--- src/rtl/otc_pkg.sv ---
package otc_pkg;

  // Strobes from control to datapath
  typedef struct packed {
    logic load;   // capture base address and count
    logic step;   // advance to the next lower entry
  } otcStrobe_t;

  typedef enum logic [1:0] {
    ST_IDLE = 2'd0,
    ST_FILL = 2'd1,
    ST_FIN  = 2'd2
  } otcState_e;

endpackage

--- src/rtl/otc_ctrl.sv ---
module otc_ctrl
  import otc_pkg::*;
(
  input  logic       clk,
  input  logic       rstN,
  input  logic       startIn,
  input  logic       memReady,
  input  logic       lastWord,
  output otcStrobe_t strobe,
  output logic       busy,
  output logic       done,
  output logic       memValid
);

  otcState_e state, stateNext;
  logic      accept;

  assign accept = (state == ST_FILL) && memReady;

  always_comb begin
    stateNext = state;
    case (state)
      ST_IDLE, ST_FIN: stateNext = startIn ? ST_FILL : ST_IDLE;
      ST_FILL:         if (accept && lastWord) stateNext = ST_FIN;
      default:         stateNext = ST_IDLE;
    endcase
  end

  always_ff @(posedge clk) begin
    if (!rstN) state <= ST_IDLE;
    else       state <= stateNext;
  end

  always_comb begin
    strobe.load = (state != ST_FILL) && startIn;
    strobe.step = accept && !lastWord;
  end

  assign busy     = (state == ST_FILL);
  assign done     = (state == ST_FIN);
  assign memValid = busy;

  // final acceptance is followed by a done cycle without busy
  assert_done_after_last_R9: assert property (@(posedge clk) disable iff (!rstN)
    (busy && memReady && lastWord) |=> (done && !busy && !memValid));

  // done never lasts two cycles
  assert_done_single_R9: assert property (@(posedge clk) disable iff (!rstN)
    done |=> !done);

  // a running fill is not cut short or restarted by another start
  assert_busy_hold_R10: assert property (@(posedge clk) disable iff (!rstN)
    (busy && !(memReady && lastWord)) |=> busy);

  // a start seen while idle always begins a fill
  assert_start_idle_R2: assert property (@(posedge clk) disable iff (!rstN)
    (!busy && startIn) |=> (busy && memValid));

endmodule

--- src/rtl/otc_datapath.sv ---
module otc_datapath
  import otc_pkg::*;
#(
  parameter int ADDR_W = 24,
  parameter int CNT_W  = 16,
  parameter int DATA_W = 32
) (
  input  logic              clk,
  input  logic              rstN,
  input  otcStrobe_t        strobe,
  input  logic [ADDR_W-1:0] baseIn,
  input  logic [CNT_W-1:0]  countIn,
  output logic [ADDR_W-1:0] memAddr,
  output logic [DATA_W-1:0] memData,
  output logic              lastWord
);

  localparam int PAD_W = DATA_W - ADDR_W;
  localparam logic [ADDR_W-1:0] WORD_BYTES = ADDR_W'(4);
  localparam logic [ADDR_W-1:0] ALIGN_MASK = ~ADDR_W'(3);
  localparam logic [ADDR_W-1:0] END_MARK   = {ADDR_W{1'b1}};

  logic [ADDR_W-1:0] curAddr;
  logic [CNT_W-1:0]  remain;     // entries left after the current one
  logic [ADDR_W-1:0] linkAddr;

  always_ff @(posedge clk) begin
    if (!rstN) begin
      curAddr <= '0;
      remain  <= '0;
    end else if (strobe.load) begin
      curAddr <= baseIn & ALIGN_MASK;
      remain  <= countIn - CNT_W'(1);   // count 0 wraps to the full range
    end else if (strobe.step) begin
      curAddr <= curAddr - WORD_BYTES;
      remain  <= remain - CNT_W'(1);
    end
  end

  assign linkAddr = curAddr - WORD_BYTES;
  assign lastWord = (remain == '0);
  assign memAddr  = curAddr;
  assign memData  = {{PAD_W{1'b0}}, (lastWord ? END_MARK : linkAddr)};

  // each step moves exactly one word down, wrapping at zero
  assert_step_down_R3: assert property (@(posedge clk) disable iff (!rstN)
    (strobe.step && !strobe.load) |=> (memAddr == $past(memAddr) - WORD_BYTES));

  // addresses stay word aligned
  assert_aligned_R2: assert property (@(posedge clk) disable iff (!rstN)
    memAddr[1:0] == 2'b00);

endmodule

--- src/rtl/otc_fill_gen.sv ---
module otc_fill_gen
  import otc_pkg::*;
#(
  parameter int ADDR_W = 24,
  parameter int CNT_W  = 16,
  parameter int DATA_W = 32
) (
  input  logic              clk,
  input  logic              rstN,
  input  logic              startIn,
  input  logic [ADDR_W-1:0] baseIn,
  input  logic [CNT_W-1:0]  countIn,
  output logic [ADDR_W-1:0] memAddr,
  output logic [DATA_W-1:0] memData,
  output logic              memValid,
  input  logic              memReady,
  output logic              busy,
  output logic              done
);

  otcStrobe_t strobe;
  logic       lastWord;

  otc_ctrl u_ctrl (
    .clk      (clk),
    .rstN     (rstN),
    .startIn  (startIn),
    .memReady (memReady),
    .lastWord (lastWord),
    .strobe   (strobe),
    .busy     (busy),
    .done     (done),
    .memValid (memValid)
  );

  otc_datapath #(
    .ADDR_W (ADDR_W),
    .CNT_W  (CNT_W),
    .DATA_W (DATA_W)
  ) u_dp (
    .clk      (clk),
    .rstN     (rstN),
    .strobe   (strobe),
    .baseIn   (baseIn),
    .countIn  (countIn),
    .memAddr  (memAddr),
    .memData  (memData),
    .lastWord (lastWord)
  );

  // a stalled write holds address, data and valid
  assert_stall_hold_R8: assert property (@(posedge clk) disable iff (!rstN)
    (memValid && !memReady) |=> (memValid && $stable(memAddr) && $stable(memData)));

  // upper data bits are always zero
  assert_upper_zero_R4: assert property (@(posedge clk) disable iff (!rstN)
    memValid |-> (memData[DATA_W-1:ADDR_W] == '0));

  // done and busy never overlap
  assert_status_excl_R9: assert property (@(posedge clk) disable iff (!rstN)
    $onehot0({busy, done}));

endmodule

--- config.mk ---
export PLATFORM = sky130hd
export DESIGN_NAME = otc_fill_gen
export DESIGN_NICKNAME = d
export VERILOG_FILES = /design/src/rtl/otc_pkg.sv /design/src/rtl/otc_ctrl.sv /design/src/rtl/otc_datapath.sv /design/src/rtl/otc_fill_gen.sv
export SDC_FILE = /design/constraint.sdc
export NUM_CORES = 1
export LEC_CHECK = 0
export BUFFER_PORTS_ARGS = -buffer_cell sky130_fd_sc_hd__buf_2
export CAP_MARGIN = 10
export CORE_ASPECT_RATIO = 0.9
export CORE_MARGIN = 2
export CORE_UTILIZATION = 40
export DETAILED_ROUTE_END_ITERATION = 6
export PLACE_DENSITY = 0.66
export SETUP_SLACK_MARGIN = 0.02
export SYNTH_ARGS = -nofsm -noshare
export SYNTH_HDL_FRONTEND = slang
export SYNTH_SLANG_ARGS = --single-unit
--- constraint.sdc ---
create_clock -name clk -period 4.1 [get_ports clk]
set_clock_uncertainty 0.05 [all_clocks]
set_input_delay 0.41 -clock clk [delete_from_list [all_inputs] [get_ports clk]]
set_output_delay 0.41 -clock clk [all_outputs]
set_load 0.01 [all_outputs]
# Yosys cells after proc, flatten, opt, wreduce, memory -nomap -nowiden
# Cells that the tools add are included.
# op_classes
n_bitwise	1
reduce_logical	10
n_addsub	3
eq_ne	4
n_mux	8
# ops
operator	count
24-bit 2-to-1 mux	3
16-bit 2-to-1 mux	2
16-bit by 1-bit subtractor with 16-bit output, second input constant	2
24-bit by 3-bit subtractor with 24-bit output, second input constant	1
16-bit zero test	1
1-bit logical AND	4
2-bit by 1-bit inequality test with 1-bit output, second input constant	2
2-bit one-hot mux with 2 select lines	1
2-bit OR reduction	2
2-bit by 1-bit == test with 1-bit output, second input constant	1
2-bit == test, second input constant	1
2-bit zero test	1
2-bit 2-to-1 mux	1
2-bit nonzero test	1
1-bit zero test	1
1-bit 2-to-1 mux	1
1-bit inverter	1
# totals
word_cells	30
register_bits	42
out_inout_bits	59
input_bits	44

# Longest topological paths before layout
# Gate-level depths: netlist of run 1.
# logic_depth
depth_word	5
ltp_mapped	15
mapped_depth_nobuf	12

# Cells and area by module
# From an unflattened synthesis of run 1, not the netlist that was laid out.
# unflattened
hier_cells	404
hier_area_um2	3098.0
# by_module_without_submodules
module	area_per_inst_um2	instances	cells_each
otc_datapath	2981.6	1	391
otc_ctrl	116.4	1	13

# Worst setup path after synthesis of run 1
# No wires, ideal clock.
# synth_timing
path_type	register to register
start	register u_ctrl.state[1]
end	register u_dp.remain[12]
n_path_buf	3
arrival_time_ps	3509
slack_ps	408
t_required_ps	3918
synth_period_minus_slack_ps	3692
path_stages_with_launch	15
path_cell_list	dfxtp_1 nand2b_1 clkinv_1 nor2_1 clkbuf_1 clkbuf_1 mux2i_1 ha_1 clkbuf_2 or4b_2 a2111oi_2 a41oi_1 nor3_1 xnor2_1 a21oi_1
# synth_between
elab_chain_len	4
elab_cells_between_ends	7
cone_classes	2 x eq/ne; 1 x mux; 4 x reduce/logical
# synth_rtl
element	line	source
start: declaration	otc_ctrl.sv:15	otcState_e state, stateNext;
start signal: assignment	otc_ctrl.sv:31	else state <= stateNext;
2-bit by 1-bit == test with 1-bit output	--	
net busy	otc_fill_gen.sv:17	output logic busy,
1-bit logical AND	otc_ctrl.sv:18	assign accept = (state == ST_FILL) && memReady;
1-bit logical AND	otc_ctrl.sv:36	strobe.step = accept && !lastWord;
2-bit nonzero test (no line)	--	
end signal: assignment	otc_datapath.sv:33	remain <= countIn - CNT_W'(1);
end signal: assignment	otc_datapath.sv:36	remain <= remain - CNT_W'(1);
end: declaration	otc_datapath.sv:24	logic [CNT_W-1:0] remain;
# The timed path passes the listed nets, and every way through them passes these cells.
# A chain may end at the register's enable or synchronous reset.

# Final worst setup path of run 1
# layout_timing
start	input port startIn
end	register u_dp.remain[12]
# layout_between
elab_chain_len	2
elab_cells_between_ends	3
cone_classes	1 x mux; 2 x reduce/logical
# layout_rtl
element	line	source
start: declaration	otc_fill_gen.sv:10	input logic startIn,
1-bit logical AND (*)	otc_ctrl.sv:35	strobe.load = (state != ST_FILL) && startIn;
16-bit 2-to-1 mux or 2-bit nonzero test (tied branches)	--	
# Mark *: on every way between the ends. The rest lies on a longest branch, timed or not.

==> results by group, run 1 <==
Run status
  • Status: finished clean

Place
  • Place WS: 0.5846 ns
  • IO Port Bufs: 90
  • Total instance count after detailed placement: ~570
  • GP Congestion: 0.8845
  • DP HPWL: between 5 and 6 mm

Worst setup path
  • Crit end category: register
  • Buffers & Inverters on Critical Path: 3
  • Type of the worst setup path: in -> reg
  • CP max stage cell: or4b_2
  • Worst-path cell chain: buf_2 > inv_1 > nor2_1 > buf_4 > nand2_1 > a21boi_0 > ha_1 > or4b_2 > a2111oi_2 > a41oi_1 > o311ai_0 > a21oi_1
  • Critical path launch point type: primary input
  • Worst EP arrival: between 3 and 4 ns
  • Worst path max stage delay: between 0.6 and 0.7 ns
  • Worst EP required: around 4.2 ns
  • Worst Path Max Fanout: 23
  • Crit-path leading delay family: compound AO/OA/AOI/OAI gates

Routing
  • Drt total wl: between 8 and 9 mm
  • Via count: around 3200
  • Routed length per instance: ~15 um
  • Starting DRT DRC Count: ~170
  • Drc violations: 0
  • DR pass1 iterations: 5
  • Via/cell ratio: about 5.5
  • Antenna-violating nets left: 0

Cells and area
  • Commonest non-fill, non-tap cell in the layout: buf_2
  • Finished Layout Cells: 573
  • Most frequent cells in the layout: buf_2 (90), nand2_1 (46), dfxtp_1 (40), a21oi_1 (35), nor2_1 (34)
  • Inserted Diodes: 0
  • Area grow syn2layout: 18.42%
  • Layout Nets: roughly 520
  • Layout cell share with drive strength beyond 1: between 20% and 30%

CTS
  • # H-tree levels: 2
  • Clock tree buffer depth: 2
  • Cts hold-fix bufs: 0
  • CTS Root Cell: clkbuf_8
  • CTS buffer count: 5
  • CTS resizes: 0
  • Worst-Skew Late Latency: about 0.3 ns
  • Clock tree from TritonCTS: built
  • Clock transition at path regs: around 0.09 ns
  • # clock sinks: 40
  • Total setup buffers inserted after CTS: 0

Global routing
  • M2 GR Usage: 32.36%
  • Met3 GRT Util: roughly 3.2%
  • Gr ovfl total: 0
  • Largest net degree at the start of global routing: between 50 and 60
  • Gr busiest metal: met2
  • GR Util met1: between 20% and 30%
  • Number of global-route vias before repair: approximately 2800
  • Initial antenna violation count: 0
  • GRT Util Overall: 20.06%
  • First-pass GRT wire length: roughly 13 mm

Floorplanning
  • Core Region: about 7500 sq um
  • Die area: just over 8000 sq um
  • Initial Util: around two fifths
  • Number of placement rows: 30
  • Num ports: between 100 and 150
  • Die width: approximately 96 um
  • Die Height: 86.66 um

STA
  • Fmax: a little over 300 MHz
  • Slew HR: 35.68%
  • Final period utilization: approximately 80%
  • Setup TNS: 0 ns
  • WHS: between 0.2 and 0.3 ns
  • Least-Margin Pin Slew: between 0.9 and 1 ns
  • Max Transition Viols Final: 0
  • Worst setup margin: approximately 0.84 ns
  • Final setup viols: 0
  • RSZ-0062 raised after global routing: no
  • Fin. Hold Viols: 0
  • Fin crit period: ~3.3 ns

Logic synthesis
  • Number of synthesized flops with an enable pin: 0
  • Fraction of registers with async set/reset: 0%
  • Register bit total from synthesis: 40
  • Average size of a mapped cell: 7.535 sq um
  • Synth warn: 0
  • Synthesized cell area: about 3000 sq um
  • Count of different cell masters after synthesis: 65
  • Main synth FF type: dfxtp_1
  • Cells after synthesis: ~400
  • Seq/Total Area, Yosys: a little over a quarter

Power
  • Gate power share: 36.5%
  • Cell Pwr Density: roughly 360 nW/um^2
  • Leak: between 1.5 and 2 nW
  • Net Sw Frac: roughly 37%
  • Maximum VDD drop: around 0.00015 V
  • Clock power share: between 20% and 30%
  • Sw Pwr: ~0.49 mW
  • P_int: 0.8171 mW
  • Reg power frac: 37.1%

Run
  • Max-Cap Viols: 0

Min path
  • Hold Path Class: in -> reg
[worst register-to-register path, delay by kind of cell, from the launching register on]
family	cells	cell delay [ns]
buf+inv	2	0.29
compound gates	5	1.12
fa+ha+maj	1	0.36
simple gates	4	0.97
flops	1	0.32
[final cells by class]
cell class / count / area (sq um)
Tap cell: 96 / 120.1
Clock inverter: 3 / 46.29
Sequential cell: 40 / 800.8
Multi-Input combinational cell: 324 / 2031
Inverter: 9 / 33.78
Clock buffer: 5 / 68.82
Timing Repair Buffer: 96 / 495.5
Fill cell: 774 / 3874
[synth_stat cells, types with 10 or more instances]
cell | instances | area (sq um)
nand2_1 | 46 | 172.7
dfxtp_1 | 40 | 800.8
a21oi_1 | 35 | 175.2
nor2_1 | 34 | 127.6
xnor2_1 | 32 | 280.3
o21ai_0 | 28 | 140.1
clkbuf_1 | 20 | 75.07
xor2_1 | 15 | 131.4
buf_4 | 13 | 97.59
nor3_1 | 13 | 65.06
nand3_1 | 12 | 60.06
a211oi_1 | 10 | 75.07
[through the flow]
step	area [sq um]	power (mW)	util [%]
floorplan	3070	0.8202	-
global placement	3481	0.9593	46.60
detailed placement	3481	0.9665	46.60
CTS	3596	1.312	48.14
global route	3596	1.392	48.14
finish	3596	1.304	48.14
[power groups by stage]
stage | Combinational (mW) | Clock [mW] | Sequential (mW)
after floorplan | 0.336 | 0 | 0.484
after global placement | 0.469 | 0 | 0.490
after detailed placement | 0.475 | 0 | 0.492
after CTS | 0.477 | 0.353 | 0.483
after global routing | 0.534 | 0.367 | 0.491
final | 0.476 | 0.344 | 0.484
[sequential cells by signal (all words and copies together) (netlist names)]
name          flops
u_dp.remain      16
u_dp.memAddr     22
u_ctrl.state      2
[metal layers]
layer / wire [um] / vias to the layer above
met4: 40 / 0
met2: 3830 / 126
met5: 0 / -
li1: - / 1580
met1: 3913 / 1445
met3: 613 / 7
[kinds of logic after synthesis]
family          synth area share (%)
flops                          26.37
compound gates                 23.44
xor+xnor                       13.56
fa+ha+maj                     0.8239
simple gates                   27.03
buf+inv                        7.993
other cells                   0.1235
mux                           0.6593
[worst paths after layout]
path	start	end	slack [ns]	cells past startpoint
setup / recovery	startIn	u_dp.remain[12]	0.84	12
hold / removal	memReady	u_ctrl.state[1]	0.29	3
setup reg to reg	u_ctrl.state[1]	u_dp.remain[12]	0.88	12
hold reg to reg	u_dp.remain[10]	u_dp.remain[10]	0.50	2
Power figures use the tool's default switching activity.
==> inputs of run 2 (changes only) <==
--- a/config.mk
+++ b/config.mk
@@ -11,7 +11,7 @@
 export CORE_MARGIN = 2
 export CORE_UTILIZATION = 40
 export DETAILED_ROUTE_END_ITERATION = 6
-export PLACE_DENSITY = 0.66
+export PLACE_DENSITY = 0.68
 export SETUP_SLACK_MARGIN = 0.02
 export SYNTH_ARGS = -nofsm -noshare
 export SYNTH_HDL_FRONTEND = slang
==> constraint.sdc (replaced) <==
create_clock -name clk -period 2.9 [get_ports clk]
set_clock_uncertainty 0.05 [all_clocks]
set_input_delay 0.29 -clock clk [delete_from_list [all_inputs] [get_ports clk]]
set_output_delay 0.29 -clock clk [all_outputs]
set_load 0.01 [all_outputs]
==> run 2 against run 1 <==
- final area increased by 3.8%
- non-clock buffer count grew 11
- first-iteration DRC count shrank 7.5%
- flip-flop and latch count unchanged
- largest power group is now combinational logic
==> results by group, run 2 (synthesis results as in run 1) <==
Routing
  • Starting DRT DRC Count: 160 (-7.5%)
  • Drt total wl: 8.663 mm (+3.2%)
  • Antenna-violating nets left: 0 (unchanged)
  • Routed length per instance: 14.86 um (+1.4%)
  • Drc violations: 0 (unchanged)
  • Via count: 3237 (+2.5%)
  • DR pass1 iterations: 5 (unchanged)
  • Via/cell ratio: 5.552 (+0.74%)

STA
  • Fin crit period: around 2.8 ns
  • RSZ-0062 raised after global routing: yes
  • Setup TNS: 0 ns (unchanged)
  • Max Transition Viols Final: 0 (unchanged)
  • Slew HR: 58.76% (+23 points)
  • Fin. Hold Viols: 0 (unchanged)
  • Final setup viols: 0 (unchanged)
  • WHS: 0.1770 ns (-0.1142 ns)
  • Least-Margin Pin Slew: 0.6185 ns (-0.3406 ns)
  • Fmax: 351.2 MHz
  • Final period utilization: 98.19%

Global routing
  • Initial antenna violation count: 0 (unchanged)
  • First-pass GRT wire length: 14.08 mm (+4.7%)
  • Gr busiest metal: met2
  • GRT Util Overall: 21.08% (+1.0 points)
  • Gr ovfl total: 0 (unchanged)
  • M2 GR Usage: 34.90% (+2.5 points)
  • GR Util met1: 28.53% (+0.053 points)
  • Number of global-route vias before repair: 2940 (+5.8%)
  • Largest net degree at the start of global routing: 58 (unchanged)
  • Met3 GRT Util: 4.261% (+1.0 points)

Cells and area
  • # fillers: 749 (-3.2%)
  • Finished Layout Cells: 583 (+1.7%)
  • Area grow syn2layout: 22.91%
  • Most frequent cells in the layout: buf_2 (90), nand2_1 (46), dfxtp_1 (37), a21oi_1 (35)
  • Final core utilization: 49.97% (+1.8 points)
  • Commonest non-fill, non-tap cell in the layout: buf_2
  • Design area: 3732 sq um (+3.8%)
  • Inserted Diodes: 0 (unchanged)
  • Max reg flops: 22 (unchanged)
  • Layout cell share with drive strength beyond 1: 30.18% (+4.0 points)
  • Layout Nets: 533 (+2.1%)

CTS
  • Clock transition at path regs: 0.08 ns (about the same)
  • # H-tree levels: 2 (unchanged)
  • CTS buffer count: 5 (unchanged)
  • Worst-Skew Late Latency: 0.29 ns (about the same)
  • # clock sinks: 40 (unchanged)
  • Clock tree from TritonCTS: built
  • CTS Root Cell: clkbuf_8
  • Cts hold-fix bufs: 0 (unchanged)
  • Clock tree buffer depth: 2 (unchanged)

Worst setup path
  • Type of the worst setup path: reg -> out
  • Worst r2r src: u_ctrl.state[1]
  • Worst Path Max Fanout: 6 (-74%)
  • Crit end category: output pin
  • Worst EP arrival: 2.51 ns (-0.87 ns)
  • Crit path from: u_dp.memAddr[3]
  • Worst EP required: 2.56 ns (-1.66 ns)
  • Critical path launch point type: register

Floorplanning
  • Number of placement rows: 30 (unchanged)
  • Die width: 95.85 um (unchanged)
  • Die area: 8306 sq um (unchanged)
  • Die Height: 86.66 um (unchanged)
  • Num ports: 103 (unchanged)
  • Core Region: 7470 sq um (unchanged)
  • Initial Util: 40.65% (unchanged)

Power
  • Cell Pwr Density: 475.8 nW/um^2 (+31%)
  • Leak: 1.576 nW (+3.2%)
  • Maximum VDD drop: 0.0002010 V (+36%)

Place
  • Total instance count after detailed placement: 572 (+1.2%)
  • DP HPWL: 6.226 mm (+3.9%)
  • GP Congestion: 0.8900 (+0.62%)
  • IO Port Bufs: 90 (unchanged)
  • Placed Area: 3582 sq um (+2.9%)

Run
  • Max-Cap Viols: 0 (unchanged)

Run status
  • Status: finished clean

Min path
  • Hold_sp: baseIn[3]
  • Hold Path Class: in -> reg
==> run 2: cell types whose count changed in the layout (fill, tap and decap cells not counted), moves of 2 or more <==
| cell | previous run | this run |
|---|---|---|
| nor2_1 | 34 | 32 |
| buf_4 | 6 | 17 |
| inv_1 | 8 | 6 |
| dfxtp_1 | 40 | 37 |
| dfxtp_4 | 0 | 2 |
| nor3_4 | 0 | 2 |
==> run 2: cell type report <==
type	count	area [sq um]	area share, %
multi-input cells	324	2106	56.42
flip-flops and latches	40	809.5	21.69
repair buffers	107	578.1	15.49
well taps	96	120.1	3.218
clock buffers	6	72.57	1.944
inverters	9	41.29	1.106
clock inverters	1	5.005	0.1341
==> run 2: power by group <==
part	total, mW	internal [mW]	switching [mW]
registers	0.686	0.604	0.0822
logic	0.732	0.326	0.406
clock network	0.358	0.164	0.194
==> run 2: critical path, stage by stage, from the launching register on <==
cell and delay (ns):
dfxtp_4 0.37, inv_4 0.06, ha_4 0.12, or4b_4 0.48
or2_4 0.28, or4_4 0.53, xor2_1 0.16, nand2_1 0.07
buf_2 0.14
==> run 2: what timing repair did <==
action / CTS / global route
gates resized for setup: 1 / 13
gates cloned: 0 / 0
buffers inserted: 0 / 4
pin swaps: 0 / 3
setup endpoints to repair: 1 / 3
==> run 2: final timing paths <==
| kind | to | slack (ns) | cells after the start |
|---|---|---|---|
| max | memData[14] | 0.05 | 8 |
| min | u_dp.memAddr[3] | 0.18 | 3 |
| max reg2reg | u_dp.remain[12] | 0.31 | 11 |
| min reg2reg | u_dp.remain[10] | 0.49 | 2 |
==> run 2: per-layer routing <==
layer	vias to the layer above	routed length, um
li1	1605	-
met1	1515	3983
met2	111	4025
met3	6	605
met4	0	48
met5	-	0
==> run 2: per-stage QoR <==
stage	total power, mW	setup WS (ns)
after detailed placement	1.395	0.3055
after floorplan	1.178	0.03884
after global placement	1.383	0.3469
after CTS	1.757	0.05375
after global routing	1.910	-0.02305
final	1.776	0.05245
==> inputs of run 3 (changes only) <==
==> constraint.sdc (replaced) <==
create_clock -name clk -period 2.55 [get_ports clk]
set_clock_uncertainty 0.05 [all_clocks]
set_input_delay 0.255 -clock clk [delete_from_list [all_inputs] [get_ports clk]]
set_output_delay 0.255 -clock clk [all_outputs]
set_load 0.05 [all_outputs]
==> run 3 against run 2 <==
- via count is 3.4% higher
- highest routed layer unchanged
- clock-buffer cell count stayed put
- the run now ends with setup timing left
- power is 49% higher
- wire length is 6.4% higher
==> results by group, run 3 (synthesis results as in run 1) <==
Floorplanning
  • Core Region: 7470 sq um (unchanged)
  • Number of placement rows: 30 (unchanged)
  • Die area: 8306 sq um (unchanged)
  • Die width: 95.85 um (unchanged)
  • Num ports: 103 (unchanged)
  • Initial Util: 40.65% (unchanged)
  • Die Height: 86.66 um (unchanged)

Global routing
  • Gr ovfl total: 0 (unchanged)
  • GRT Util Overall: 22.08% (+0.99 points)
  • First-pass GRT wire length: 14.71 mm (+4.5%)
  • Largest net degree at the start of global routing: 58 (unchanged)
  • Number of global-route vias before repair: 3057 (+4.0%)
  • Initial antenna violation count: 0 (unchanged)

Worst setup path
  • Crit end category: output pin
  • Worst EP arrival: 2.44 ns (-0.07 ns)
  • Critical path launch point type: register
  • Worst EP required: 2.25 ns (-0.31 ns)
  • Type of the worst setup path: reg -> out
  • Worst Path Max Fanout: 3 (-3)

Cells and area
  • Most frequent cells in the layout: buf_2 (71), buf_4 (43), nand2_1 (40), a21oi_1 (35), dfxtp_1 (33)
  • Layout Nets: 560 (+5.1%)
  • Inserted Diodes: 0 (unchanged)
  • Final core utilization: 55.96% (+6.0 points)
  • Area grow syn2layout: 37.66%
  • Layout cell share with drive strength beyond 1: 38.06% (+7.9 points)
  • Max reg flops: 22 (unchanged)
  • Commonest non-fill, non-tap cell in the layout: buf_2

Routing
  • Drc violations: 0 (unchanged)
  • Routed length per instance: 15.08 um (+1.5%)
  • Starting DRT DRC Count: 189 (+18%)
  • Antenna-violating nets left: 0 (unchanged)
  • DR WL met3: 507 um (-16%)
  • Met1 WL: 4.338 mm (+8.9%)
  • WL met2: 4.310 mm (+7.1%)
  • DR pass1 iterations: 4 (-1)
  • Via/cell ratio: 5.476 (-1.4%)
  • Drt total wl: 9.215 mm (+6.4%)
  • Max Used Layer: met4
  • Via count: 3346 (+3.4%)

STA
  • Fmax: approximately 360 MHz
  • WHS: 0.1374 ns (-0.03956 ns)
  • RSZ-0062 raised after global routing: yes
  • Slew HR: 63.27% (+4.5 points)
  • Max Transition Viols Final: 0 (unchanged)
  • Fin crit period: around 2.7 ns
  • Worst setup margin: -0.1910 ns (-0.2434 ns)
  • Fin. Hold Viols: 0 (unchanged)
  • Least-Margin Pin Slew: 0.5509 ns (-0.06764 ns)
  • Final setup viols: 11 (+11)
  • Final period utilization: 107.5%

Place
  • GP Congestion: 0.8678 (-2.5%)
  • DP HPWL: 6.461 mm (+3.8%)
  • IO Port Bufs: 90 (unchanged)

Power
  • Maximum VDD drop: 0.0002262 V (+13%)
  • Leak: 1.775 nW (+13%)
  • Sw Pwr: 1.230 mW (+80%)
  • Gate power share: 53.9% (+13 points)
  • Cell Pwr Density: 632.8 nW/um^2 (+33%)
  • Clock power share: 17.1% (-3.0 points)
  • P_int: 1.416 mW (+29%)
  • Net Sw Frac: 46.48% (+8.1 points)
  • Reg power frac: 28.9% (-9.8 points)

CTS
  • CTS Root Cell: clkbuf_8
  • Clock tree buffer depth: 2 (unchanged)
  • Clock transition at path regs: 0.09 ns (about the same)
  • Clock tree from TritonCTS: built
  • CTS buffer count: 5 (unchanged)
  • # H-tree levels: 2 (unchanged)
  • Worst-Skew Late Latency: 0.29 ns (about the same)
  • Cts hold-fix bufs: 0 (unchanged)
  • # clock sinks: 40 (unchanged)

Run status
  • Status: complete, but fails checks
  • Failing checks: setup timing

Run
  • Max-Cap Viols: 0 (unchanged)

Min path
  • Hold Path Class: in -> reg
-- run 3: through the flow --
step / cells / TNS, ns / setup slack, ns / power [mW] / instance area [sq um]
finish: 611 / -1.015 / -0.1910 / 2.645 / 4180
CTS: 603 / -1.239 / -0.2032 / 2.559 / 4003
global placement: 590 / 0 / 0.04527 / 2.020 / 3786
global route: 611 / -2.397 / -0.2615 / 2.786 / 4180
detailed placement: 590 / 0 / 0.003829 / 2.035 / 3786
floorplan: 412 / -0.9596 / -0.3716 / 1.742 / 3204
-- run 3: area by class of cell --
cell class	instances	area [sq um]
fill	707	3289
multi-input combinational	324	2202
timing repair buffer	134	897.1
sequential	40	817.0
tap	96	120.1
clock buffer	6	82.58
inverter	9	51.30
clock inverter	2	10.01
-- run 3: worst max-delay path, stage by stage (launching register included) --
cell and delay, ns:
dfxtp_4 0.36, inv_4 0.06, ha_4 0.13, or4b_4 0.48
or2_4 0.27, or4_4 0.46, xor2_2 0.17, nand2_2 0.08
buf_6 0.15
-- run 3: path summary, 6_finish.rpt --
check	from	endpoint	slack, ns	cells after the start
worst min register to register	u_dp.memAddr[4]	u_dp.memAddr[4]	0.49	2
worst max-delay path	u_dp.memAddr[3]	memData[14]	-0.19	8
worst max register to register	u_ctrl.state[0]	u_dp.remain[14]	0.01	12
worst min-delay path	memReady	u_ctrl.state[1]	0.14	3
-- run 3: what timing repair did --
item	4_1_cts	5_1_grt
buffers inserted	5	8
pin swaps	7	11
setup endpoints to repair	17	33
resized for setup	25	39
-- run 3: power by group through the flow --
| stage | logic [mW] | registers [mW] | clock network, mW |
|---|---|---|---|
| 6_report | 1.43 | 0.765 | 0.453 |
| 5_1_grt | 1.52 | 0.776 | 0.491 |
| 4_1_cts | 1.34 | 0.762 | 0.460 |
| 3_5_place_dp | 1.26 | 0.776 | 0 |
| 3_3_place_gp | 1.25 | 0.773 | 0 |
| 2_1_floorplan | 0.862 | 0.880 | 0 |
-- run 3: per-layer routing --
metal | vias up | GRT usage [%]
met5 | - | 0
met4 | 0 | 4.545
met3 | 8 | 3.826
met2 | 105 | 36.11
met1 | 1577 | 30.53
li1 | 1656 | -
